[src/rtl/mbox_pkg.sv]
package mbox_pkg;

    localparam int WORD_W = 32;

    typedef enum logic [2:0] {
        ACC_IDLE,
        ACC_STAT_RD,
        ACC_STAT_CLR,
        ACC_PUSH,
        ACC_POP,
        ACC_UNMAPPED
    } acc_e;

    typedef struct packed {
        logic udf;
        logic ovf;
        logic ready;
        logic valid;
    } stat_t;

endpackage

[src/rtl/mbox_queue.sv]
module mbox_queue #(
    parameter int DEPTH = 8,
    parameter int WIDTH = 32
) (
    input  logic             clk,
    input  logic             rst_n,
    input  logic             push,
    input  logic [WIDTH-1:0] push_data,
    input  logic             pop,
    output logic [WIDTH-1:0] head,
    output logic             empty,
    output logic             full
);

    localparam int PTR_W = (DEPTH > 1) ? $clog2(DEPTH) : 1;
    localparam int CNT_W = $clog2(DEPTH + 1);
    localparam logic [PTR_W-1:0] LAST = PTR_W'(DEPTH - 1);
    localparam logic [CNT_W-1:0] FULL_CNT = CNT_W'(DEPTH);

    logic [WIDTH-1:0] store [DEPTH];
    logic [PTR_W-1:0] wr_ptr;
    logic [PTR_W-1:0] rd_ptr;
    logic [CNT_W-1:0] count;
    logic             do_push;
    logic             do_pop;

    assign empty   = (count == '0);
    assign full    = (count == FULL_CNT);
    assign do_push = push && !full;
    assign do_pop  = pop && !empty;
    assign head    = store[rd_ptr];

    always_ff @(posedge clk) begin
        if (do_push) begin
            store[wr_ptr] <= push_data;
        end
    end

    always_ff @(posedge clk) begin
        if (!rst_n) begin
            wr_ptr <= '0;
            rd_ptr <= '0;
            count  <= '0;
        end else begin
            if (do_push) begin
                wr_ptr <= (wr_ptr == LAST) ? '0 : wr_ptr + 1'b1;
            end
            if (do_pop) begin
                rd_ptr <= (rd_ptr == LAST) ? '0 : rd_ptr + 1'b1;
            end
            unique case ({do_push, do_pop})
                2'b10:   count <= count + 1'b1;
                2'b01:   count <= count - 1'b1;
                default: count <= count;
            endcase
        end
    end


    count_bound_chk: assert property (@(posedge clk) disable iff (!rst_n)
        count <= FULL_CNT);


    full_drop_chk: assert property (@(posedge clk) disable iff (!rst_n)
        (full && push && !pop) |=> full);


    both_ops_chk: assert property (@(posedge clk) disable iff (!rst_n)
        (push && pop && !full && !empty) |=> $stable(count));

endmodule

[src/rtl/mbox_port.sv]
module mbox_port
    import mbox_pkg::*;
#(
    parameter int              ADDR_W   = 8,
    parameter logic [7:0]      STAT_OFS = 8'h50,
    parameter logic [7:0]      PUSH_OFS = 8'h54,
    parameter logic [7:0]      POP_OFS  = 8'h58
) (
    input  logic              clk,
    input  logic              rst_n,
    input  logic              sel,
    input  logic              wr,
    input  logic [ADDR_W-1:0] addr,
    input  logic [WORD_W-1:0] wdata,
    input  logic [WORD_W-1:0] in_head,
    input  logic              in_empty,
    input  logic              out_full,
    output logic              push,
    output logic [WORD_W-1:0] push_data,
    output logic              pop,
    output logic [WORD_W-1:0] rdata,
    output logic              irq
);

    localparam logic [ADDR_W-1:0] A_STAT = ADDR_W'(STAT_OFS);
    localparam logic [ADDR_W-1:0] A_PUSH = ADDR_W'(PUSH_OFS);
    localparam logic [ADDR_W-1:0] A_POP  = ADDR_W'(POP_OFS);

    acc_e  acc;
    logic  ovf_q, udf_q;
    logic  ovf_d, udf_d;
    stat_t stat;

    always_comb begin
        acc = ACC_IDLE;
        if (sel) begin
            if (addr == A_STAT)               acc = wr ? ACC_STAT_CLR : ACC_STAT_RD;
            else if (addr == A_PUSH && wr)    acc = ACC_PUSH;
            else if (addr == A_POP && !wr)    acc = ACC_POP;
            else                              acc = ACC_UNMAPPED;
        end
    end

    always_comb begin
        ovf_d = ovf_q;
        udf_d = udf_q;
        unique case (acc)
            ACC_STAT_CLR: begin
                ovf_d = 1'b0;
                udf_d = 1'b0;
            end
            ACC_PUSH:     ovf_d = ovf_q | out_full;
            ACC_POP:      udf_d = udf_q | in_empty;
            ACC_IDLE, ACC_STAT_RD, ACC_UNMAPPED: ;
            default: ;
        endcase
    end

    always_ff @(posedge clk) begin
        if (!rst_n) begin
            ovf_q <= 1'b0;
            udf_q <= 1'b0;
        end else begin
            ovf_q <= ovf_d;
            udf_q <= udf_d;
        end
    end

    assign stat.udf   = udf_q;
    assign stat.ovf   = ovf_q;
    assign stat.ready = !out_full;
    assign stat.valid = !in_empty;

    assign push      = (acc == ACC_PUSH);
    assign push_data = wdata;
    assign pop       = (acc == ACC_POP) && !in_empty;
    assign irq       = !in_empty || ovf_q || udf_q;

    always_ff @(posedge clk) begin
        if (!rst_n) begin
            rdata <= '0;
        end else begin
            unique case (acc)
                ACC_STAT_RD: rdata <= {{(WORD_W-4){1'b0}}, stat};
                ACC_POP:     rdata <= in_empty ? '0 : in_head;
                default:     rdata <= '0;
            endcase
        end
    end


    udf_cause_chk: assert property (@(posedge clk) disable iff (!rst_n)
        $rose(udf_q) |-> $past(acc == ACC_POP && in_empty));


    irq_pending_chk: assert property (@(posedge clk) disable iff (!rst_n)
        !in_empty |-> irq);


    clear_flags_chk: assert property (@(posedge clk) disable iff (!rst_n)
        (acc == ACC_STAT_CLR) |=> (!ovf_q && !udf_q));

endmodule

[src/rtl/mbox_fifo_pair.sv]
module mbox_fifo_pair
    import mbox_pkg::*;
#(
    parameter int         DEPTH    = 8,
    parameter int         ADDR_W   = 8,
    parameter logic [7:0] STAT_OFS = 8'h50,
    parameter logic [7:0] PUSH_OFS = 8'h54,
    parameter logic [7:0] POP_OFS  = 8'h58
) (
    input  logic              clk,
    input  logic              rst_n,
    input  logic              a_sel,
    input  logic              a_wr,
    input  logic [ADDR_W-1:0] a_addr,
    input  logic [31:0]       a_wdata,
    output logic [31:0]       a_rdata,
    output logic              a_irq,
    input  logic              b_sel,
    input  logic              b_wr,
    input  logic [ADDR_W-1:0] b_addr,
    input  logic [31:0]       b_wdata,
    output logic [31:0]       b_rdata,
    output logic              b_irq
);

    localparam int NPORT = 2;

    logic              sel_v   [NPORT];
    logic              wr_v    [NPORT];
    logic [ADDR_W-1:0] addr_v  [NPORT];
    logic [WORD_W-1:0] wdata_v [NPORT];
    logic [WORD_W-1:0] rdata_v [NPORT];
    logic              irq_v   [NPORT];
    logic              push_v  [NPORT];
    logic              pop_v   [NPORT];
    logic [WORD_W-1:0] pdata_v [NPORT];
    logic [WORD_W-1:0] head_v  [NPORT];
    logic              empty_v [NPORT];
    logic              full_v  [NPORT];

    assign sel_v[0]   = a_sel;
    assign wr_v[0]    = a_wr;
    assign addr_v[0]  = a_addr;
    assign wdata_v[0] = a_wdata;
    assign sel_v[1]   = b_sel;
    assign wr_v[1]    = b_wr;
    assign addr_v[1]  = b_addr;
    assign wdata_v[1] = b_wdata;
    assign a_rdata    = rdata_v[0];
    assign a_irq      = irq_v[0];
    assign b_rdata    = rdata_v[1];
    assign b_irq      = irq_v[1];

    // queue g carries words pushed by port g toward the other port
    for (genvar g = 0; g < NPORT; g++) begin : g_dir
        localparam int OTHER = NPORT - 1 - g;

        mbox_queue #(.DEPTH(DEPTH), .WIDTH(WORD_W)) u_queue (
            .clk      (clk),
            .rst_n    (rst_n),
            .push     (push_v[g]),
            .push_data(pdata_v[g]),
            .pop      (pop_v[OTHER]),
            .head     (head_v[g]),
            .empty    (empty_v[g]),
            .full     (full_v[g])
        );

        mbox_port #(
            .ADDR_W  (ADDR_W),
            .STAT_OFS(STAT_OFS),
            .PUSH_OFS(PUSH_OFS),
            .POP_OFS (POP_OFS)
        ) u_port (
            .clk      (clk),
            .rst_n    (rst_n),
            .sel      (sel_v[g]),
            .wr       (wr_v[g]),
            .addr     (addr_v[g]),
            .wdata    (wdata_v[g]),
            .in_head  (head_v[OTHER]),
            .in_empty (empty_v[OTHER]),
            .out_full (full_v[g]),
            .push     (push_v[g]),
            .push_data(pdata_v[g]),
            .pop      (pop_v[g]),
            .rdata    (rdata_v[g]),
            .irq      (irq_v[g])
        );
    end

endmodule

[config.mk]
export PLATFORM = sky130hd
export DESIGN_NAME = mbox_fifo_pair
export DESIGN_NICKNAME = d
export VERILOG_FILES = /design/src/rtl/mbox_pkg.sv /design/src/rtl/mbox_queue.sv /design/src/rtl/mbox_port.sv /design/src/rtl/mbox_fifo_pair.sv
export SDC_FILE = /design/constraint.sdc
export NUM_CORES = 1
export LEC_CHECK = 0
export BUFFER_PORTS_ARGS = -buffer_cell sky130_fd_sc_hd__buf_2
export CORE_ASPECT_RATIO = 1.25
export CORE_MARGIN = 4
export CORE_UTILIZATION = 60
export DETAILED_ROUTE_END_ITERATION = 6
export PLACE_DENSITY = 0.81
export SLEW_MARGIN = 10
export SYNTH_ARGS = -nofsm -noshare
export SYNTH_HDL_FRONTEND = slang
export SYNTH_SLANG_ARGS = --single-unit
[constraint.sdc]
create_clock -name clk -period 6.9 [get_ports clk]
set_clock_uncertainty 0.05 [all_clocks]
set_input_delay 1.035 -clock clk [delete_from_list [all_inputs] [get_ports clk]]
set_output_delay 1.035 -clock clk [all_outputs]
set_load 0.02 [all_outputs]
==> results.md, run 1 <==
* Die X at 181.2 microns
* Comb pwr share at 1.0%
* Global route overflow at 0
* Max-cap violations at 0
* RSZ-0062 raised after global routing: no
* Slew HR at 24.62%
* EDFF count, synth at 512
* Post-layout nets at 1354
* Peak VDD IR at 0.0002437 V
* Slew Viols, Final at 0
* Crit-path cells: or4_4 -> or3_1 -> buf_2
* DR pass1 iterations at 5
* H-tree levels at 2
* Number of setup violations in the final report at 0
* Vias in the first global route at 11.26k
* Vias post-DR at 10.67k
* Avg Cell Area, Syn at 20.90 sq um
* Design area at 0.02564 sq mm
* Sw frac at 18.73%
* Maximum clock insertion buffer count at 3
* Worst setup path class: reg2out
* Min Tclk post-route at 3.099 ns
* WP buf/inv at 1
* Number of port buffers at 151
* Initial core utilization at 60.50%
* Routed vias/inst at 5.973
* # hold bufs at CTS at 0
* Worst slew pin tran at 1.128 ns
* CP max stage delay at 0.57 ns
* Reg2reg setup slack at 4.00 ns
* Initial antenna violation count at 7
* Die Y-Extent at 224.4 microns
* Worst hold start: g_dir[0].u_queue.rd_ptr[0]$_SDFFE_PN0N_
* Startpoint Class: flip-flop
* Post_cts resized at 0
* Sum Neg Setup Slack at 0 ns
* Crit path DAT at 2.01 ns
* Global-route usage over all layers at 20.61%
* Core outline area at 0.03717 sq mm
* # fillers at 2322
* Hold WS at 0.4390 ns
* Io pins at 152
* Worst R2R End: g_dir[0].u_queue.count[2]$_SDFFE_PN0P_
* Clock power frac at 42.6%
* Post-CTS setup buffer count at 0
* Total routed wirelength at 41.09 mm
* GPL Wtd Cong at 0.7450
* Hold depth at 2
* Synth async-reset ratio at 0%
* Status: finished, final reports clean
* Global-route wire length before repair at 64.96 mm
* Post-Place Cell Area at 0.02383 sq mm
* Hold Vio Cnt, Final at 0
* Power Density at 273.7 mW/mm^2
* Fmax at 322.7 MHz
* Worst-skew pair later-pin latency at 0.56 ns
* Drt wl/cell at 23.01 microns
* Ratio of cells with drive above 1 in the final layout at 32.64%
* Standard-cell row count at 79
* P_sw at 0.001315 W
* Reg2Reg Depth at 10
* Leakage at 8.408 nW
* Root Driver: clkbuf_16
* Int Pwr at 0.005702 W
* Hold Path Class: reg2reg
* Synth unique cells at 50
* P&R area growth vs syn at 14.01%
* Synthesized net count at 1176
* CTS tree: yes
* Antenna viol nets, final at 0
* RR Startpoint: g_dir[0].u_queue.count[0]$_SDFFE_PN0P_
* Largest fanout on the critical path at 7
* CTS buffer count at 53
* Reg clk slew, reported paths at 0.06 ns
* Cells after synthesis at 1076
* First-iteration detailed-routing DRC count at 863
* Post-Syn Area at 0.02249 sq mm
* Largest net degree at the start of global routing at 65
* Top delay family on crit path: simple AND/OR/NAND/NOR gates
* Slowest CP cell: or4_4
* Crit end category: output pin
* Sequential Power Share at 56.4%
* Dominant synthesized flop cell: edfxtp_1
* Die area at 0.04066 sq mm
* Clock Sinks at 606
* Sequential cell area fraction in the yosys report at 76.75%
* Tcrit/Tclk final at 44.91%
* Synthesis warning total at 0
* DR DRC count at 0
* Post-synthesis register bit count at 606
* Hpwl dp at 22.90 mm
* CP required at 5.81 ns
## cell usage in the layout, fill, tap and decap left out, types with 5 or more instances in the layout
master	n
clkinv_2	9
or3_1	6
bufinv_16	5
clkbuf_8	6
nor2_1	74
mux2i_1	68
buf_2	151
buf_4	22
dfxtp_1	88
o21ai_0	13
nand2_1	16
ha_1	14
clkinv_1	6
mux4_2	126
edfxtp_1	512
clkbuf_16	55
nand3_1	9
xor2_1	6
nor4_2	5
clkbuf_1	9
a21oi_1	13
## through the flow
stage / std cells / setup slack (ns) / util (%) / total power, W
after floorplan: 1076 / 1.177 / - / 0.004051
after global placement: 1685 / 3.458 / 64.13 / 0.004102
after detailed placement: 1685 / 3.399 / 64.13 / 0.004108
after CTS: 1785 / 3.751 / 68.97 / 0.007082
after global routing: 1785 / 3.695 / 68.97 / 0.007253
final: 1786 / 3.801 / 68.98 / 0.007017
## area by class of cell
type / count / area, sq um / area share (%)
flip-flops and latches: 606 / 17270 / 67.36
repair buffers: 173 / 920.9 / 3.592
multi-input cells: 415 / 5017 / 19.57
diodes: 1 / 2.502 / 0.009761
clock buffers: 70 / 1493 / 5.823
clock inverters: 30 / 306.5 / 1.196
inverters: 5 / 18.77 / 0.07321
well taps: 486 / 608.1 / 2.372
## Yosys cell counts (3+ instances only)
cell         n  area share, %
and3_1       3          0.083
a21oi_1     13           0.29
ha_1        14           0.78
clkbuf_1     9           0.15
nor4_1       5           0.14
mux2_2       3           0.15
or3_1        6           0.17
xor2_1       6           0.23
dfxtp_1     94            8.4
a22oi_1      3           0.10
o21a_1       3           0.10
inv_1        4          0.067
nor3_1       5           0.11
nor2_1      75            1.3
nand4_1      3          0.083
o21ai_0     13           0.29
nor2b_1      4           0.11
o2bb2ai_1    3           0.12
buf_4       10           0.33
nor4b_1      6           0.23
edfxtp_1   512             68
mux2i_1     68            3.0
nand2_1     16           0.27
buf_2       25           0.56
buf_6        4           0.20
nand3_1      9           0.20
mux4_2     126             13
## routing by layer
layer / global-route usage [%] / vias to the layer above / wire, microns
li1: - / 4736 / -
met1: 26.57 / 5490 / 15400
met2: 36.78 / 365 / 22230
met3: 3.931 / 65 / 2634
met4: 5.062 / 12 / 749
met5: 0 / - / 75
## worst register-to-register path, cell delays in order (launching register included)
cell,delay (ns)
dfxtp_1,0.39
or4b_4,0.60
and2_1,0.23
nand2_1,0.25
ha_1,0.31
xor2_1,0.17
ha_1,0.16
a21oi_1,0.05
xor2_1,0.16
or3_1,0.31
a21oi_1,0.13
## power groups by stage
| stage | registers, W | clock network [W] | logic (W) |
|---|---|---|---|
| 2_1_floorplan | 0.00404 | 0 | 0.00000855 |
| 3_3_place_gp | 0.00404 | 0 | 0.0000624 |
| 3_5_place_dp | 0.00404 | 0 | 0.0000682 |
| 4_1_cts | 0.00396 | 0.00305 | 0.0000686 |
| 5_1_grt | 0.00396 | 0.00322 | 0.0000778 |
| 6_report | 0.00396 | 0.00299 | 0.0000687 |
## worst max-delay path by stage
stage                                      startpoint                                 endpoint  depth (start not counted)
3_3_place_gp                                a_addr[7]  g_dir[0].u_queue.store[7][14]$_DFFE_PP_                          5
3_5_place_dp                                a_addr[7]   g_dir[0].u_queue.count[2]$_SDFFE_PN0P_                         11
4_1_cts        g_dir[0].u_queue.count[0]$_SDFFE_PN0P_                                    b_irq                          3
2_1_floorplan                               a_addr[7]   g_dir[0].u_queue.store[2][0]$_DFFE_PP_                          4
6_report       g_dir[0].u_queue.count[0]$_SDFFE_PN0P_                                    b_irq                          3
5_1_grt        g_dir[0].u_queue.count[0]$_SDFFE_PN0P_                                    b_irq                          3
## state kept, by name, summed over array words and instances, names as in the netlist, named ones only
signal                flops
g_dir.u_queue.rd_ptr      6
g_dir.u_queue.wr_ptr      6
g_dir.u_queue.store     512
g_dir.u_queue.count       8
g_dir.u_port.rdata       64
g_dir.u_port.ovf_q        2
g_dir.u_port.udf_q        2
## kinds of logic after synthesis
kind of cell / share of synthesized area, %
flops: 76.75
mux: 16.03
fa+ha+maj: 0.7790
compound gates: 1.146
xor+xnor: 0.2337
simple gates: 3.706
buf+inv: 1.358
No activity file was read; power rests on OpenSTA's default activity.
==> run 2: changes to the inputs <==
Clock period 6.9 ns to 3 ns, I/O delays scaled along.
==> run 2 against run 1 <==
Against the previous run:
- sequential power is 130% higher
- critical path depth is 7 higher
- sequential share of layout area is 1.0 points lower
- cell count is 0.78% higher
- clock power is 120% higher
- non-clock buffer count is 14 higher
- largest power group unchanged
==> results.md, run 2 (same netlist as run 1, synthesis figures left out) <==
* Status: finished, final reports clean
* Hold Vio Cnt, Final at 0 (unchanged)
* Total routed wirelength at 43.17 mm (+5.1%)
* Sequential Power Share at 57.2% (+0.8 points)
* Max FFs per register at 512 (unchanged)
* Initial antenna violation count at 6 (-1)
* Largest net degree at the start of global routing at 65 (unchanged)
* Initial core utilization at 60.50% (unchanged)
* GPL Wtd Cong at 0.7453 (about the same)
* Die X at 181.2 microns (unchanged)
* # hold bufs at CTS at 0 (unchanged)
* Post-layout nets at 1368 (+1.0%)
* Die area at 0.04066 sq mm (unchanged)
* Final core utilization at 70.02% (+1.0 points)
* RSZ-0062 raised after global routing: no
* Comb pwr share at 1.0% (about the same)
* CP required at 3.44 ns (-2.37 ns)
* Antenna viol nets, final at 0 (unchanged)
* DR DRC count at 0 (unchanged)
* P_sw at 0.002974 W (+130%)
* Ratio of cells with drive above 1 in the final layout at 33.03% (+0.39 points)
* Post-CTS setup buffer count at 0 (unchanged)
* Worst setup path class: reg2reg
* Largest Register: g_dir.u_queue.store
* P&R area growth vs syn at 15.73%
* Routed vias/inst at 6.007 (+0.56%)
* Peak VDD IR at 0.0006009 V (+150%)
* Die Y-Extent at 224.4 microns (unchanged)
* Crit end category: flip-flop
* Most common cell after layout, fill and taps aside: edfxtp_1
* Global-route wire length before repair at 66.66 mm (+2.6%)
* Max-cap violations at 0 (unchanged)
* Largest fanout on the critical path at 9 (+2)
* DR pass1 iterations at 7 (+2)
* Root Driver: clkbuf_16
* Global-route usage over all layers at 21.35% (+0.74 points)
* CTS tree: yes
* Maximum clock insertion buffer count at 3 (unchanged)
* Design area at 0.02602 sq mm (+1.5%)
* Tcrit/Tclk final at 92.13%
* Leakage at 8.478 nW (+0.83%)
* Sw frac at 18.69% (-0.047 points)
* Vias in the first global route at 11.56k (+2.7%)
* Worst slew pin tran at 0.8566 ns (-0.2715 ns)
* Vias post-DR at 10.81k (+1.3%)
* Number of port buffers at 151 (unchanged)
* Startpoint Class: flip-flop
* Power Density at 611.6 mW/mm^2 (+120%)
* Hpwl dp at 24.97 mm (+9.0%)
* Clock power frac at 41.8% (-0.8 points)
* Min Tclk post-route at 2.764 ns
* Fmax at 361.8 MHz
* Io pins at 152 (unchanged)
* Post_cts resized at 0 (unchanged)
* Reg clk slew, reported paths at 0.06 ns (about the same)
* Worst-skew pair later-pin latency at 0.56 ns (about the same)
* Post-Place Cell Area at 0.02429 sq mm (+1.9%)
* Hold Path Class: in2reg
* Slew HR at 42.90% (+18 points)
* Number of setup violations in the final report at 0 (unchanged)
* Crit path DAT at 3.20 ns (+1.19 ns)
* Drt wl/cell at 23.99 microns (+4.3%)
* Core outline area at 0.03717 sq mm (unchanged)
* Standard-cell row count at 79 (unchanged)
* Clock Sinks at 606 (unchanged)
* Largest regs: g_dir.u_queue.store: 512 flops, g_dir.u_port.rdata: 64 flops, g_dir.u_queue.count: 8 flops
* Int Pwr at 0.01294 W (+130%)
* Slew Viols, Final at 0 (unchanged)
* First-iteration detailed-routing DRC count at 951 (+10%)
* Global route overflow at 0 (unchanged)
* Commonest non-fill, non-tap cells in the layout: edfxtp_1 (512), buf_2 (151), mux4_2 (126)
* H-tree levels at 2 (unchanged)
* CTS buffer count at 53 (unchanged)
[run 2: worst paths after layout]
path                            cells after the start                               startpoint  slack, ns                                       to
worst max register to register                     10   g_dir[0].u_queue.count[1]$_SDFFE_PN0P_       0.24   g_dir[0].u_queue.count[2]$_SDFFE_PN0P_
worst min register to register                      2  g_dir[0].u_queue.rd_ptr[0]$_SDFFE_PN0N_       0.44                                flip-flop
worst max-delay path                               10   g_dir[0].u_queue.count[1]$_SDFFE_PN0P_       0.24   g_dir[0].u_queue.count[2]$_SDFFE_PN0P_
worst min-delay path                                1                              a_wdata[13]       0.09  g_dir[0].u_queue.store[0][13]$_DFFE_PP_
[run 2: layer usage]
layer	GRT usage [%]	wire (microns)
met1	27.11	15980
met2	38.34	23510
met3	3.931	2592
met4	5.837	1032
met5	0	56
[run 2: final cells by class]
class                      count  area [sq um]
multi-input combinational    415          5121
sequential                   606         17270
clock buffer                  79          1524
fill                        2236         11140
inverter                       5         18.77
tap                          486         608.1
antenna                        3         7.507
clock inverter                19         197.7
timing repair buffer         187          1276
[run 2: power groups by stage]
stage	clock network, W	logic, W	registers, W
finish	0.00665	0.000160	0.00911
global route	0.00714	0.000179	0.00910
CTS	0.00675	0.000159	0.00911
detailed placement	0	0.000158	0.00929
global placement	0	0.000144	0.00929
floorplan	0	0.0000198	0.00930
[run 2: through the flow]
step | TNS [ns] | instances | setup WS, ns | hold WS, ns | power, W
6_report | 0 | 1800 | 0.2362 | 0.08813 | 0.01591
5_1_grt | 0 | 1797 | 0.05659 | 0.08105 | 0.01642
4_1_cts | 0 | 1797 | 0.2413 | 0.06066 | 0.01602
3_5_place_dp | 0 | 1699 | 0.1823 | 0.4296 | 0.009449
3_3_place_gp | 0 | 1699 | 0.2912 | 0.4193 | 0.009436
2_1_floorplan | -123.66 | 1076 | -1.074 | 0.3981 | 0.009318
[run 2: critical path, stage by stage, from the launching register on]
cell     delay (ns)
dfxtp_1        0.39
or4b_4         0.58
and2_1         0.22
nand2_1        0.12
ha_1           0.27
xor2_1         0.10
ha_1           0.20
a21oi_1        0.19
xor2_1         0.10
or3_1          0.31
a21oi_1        0.14
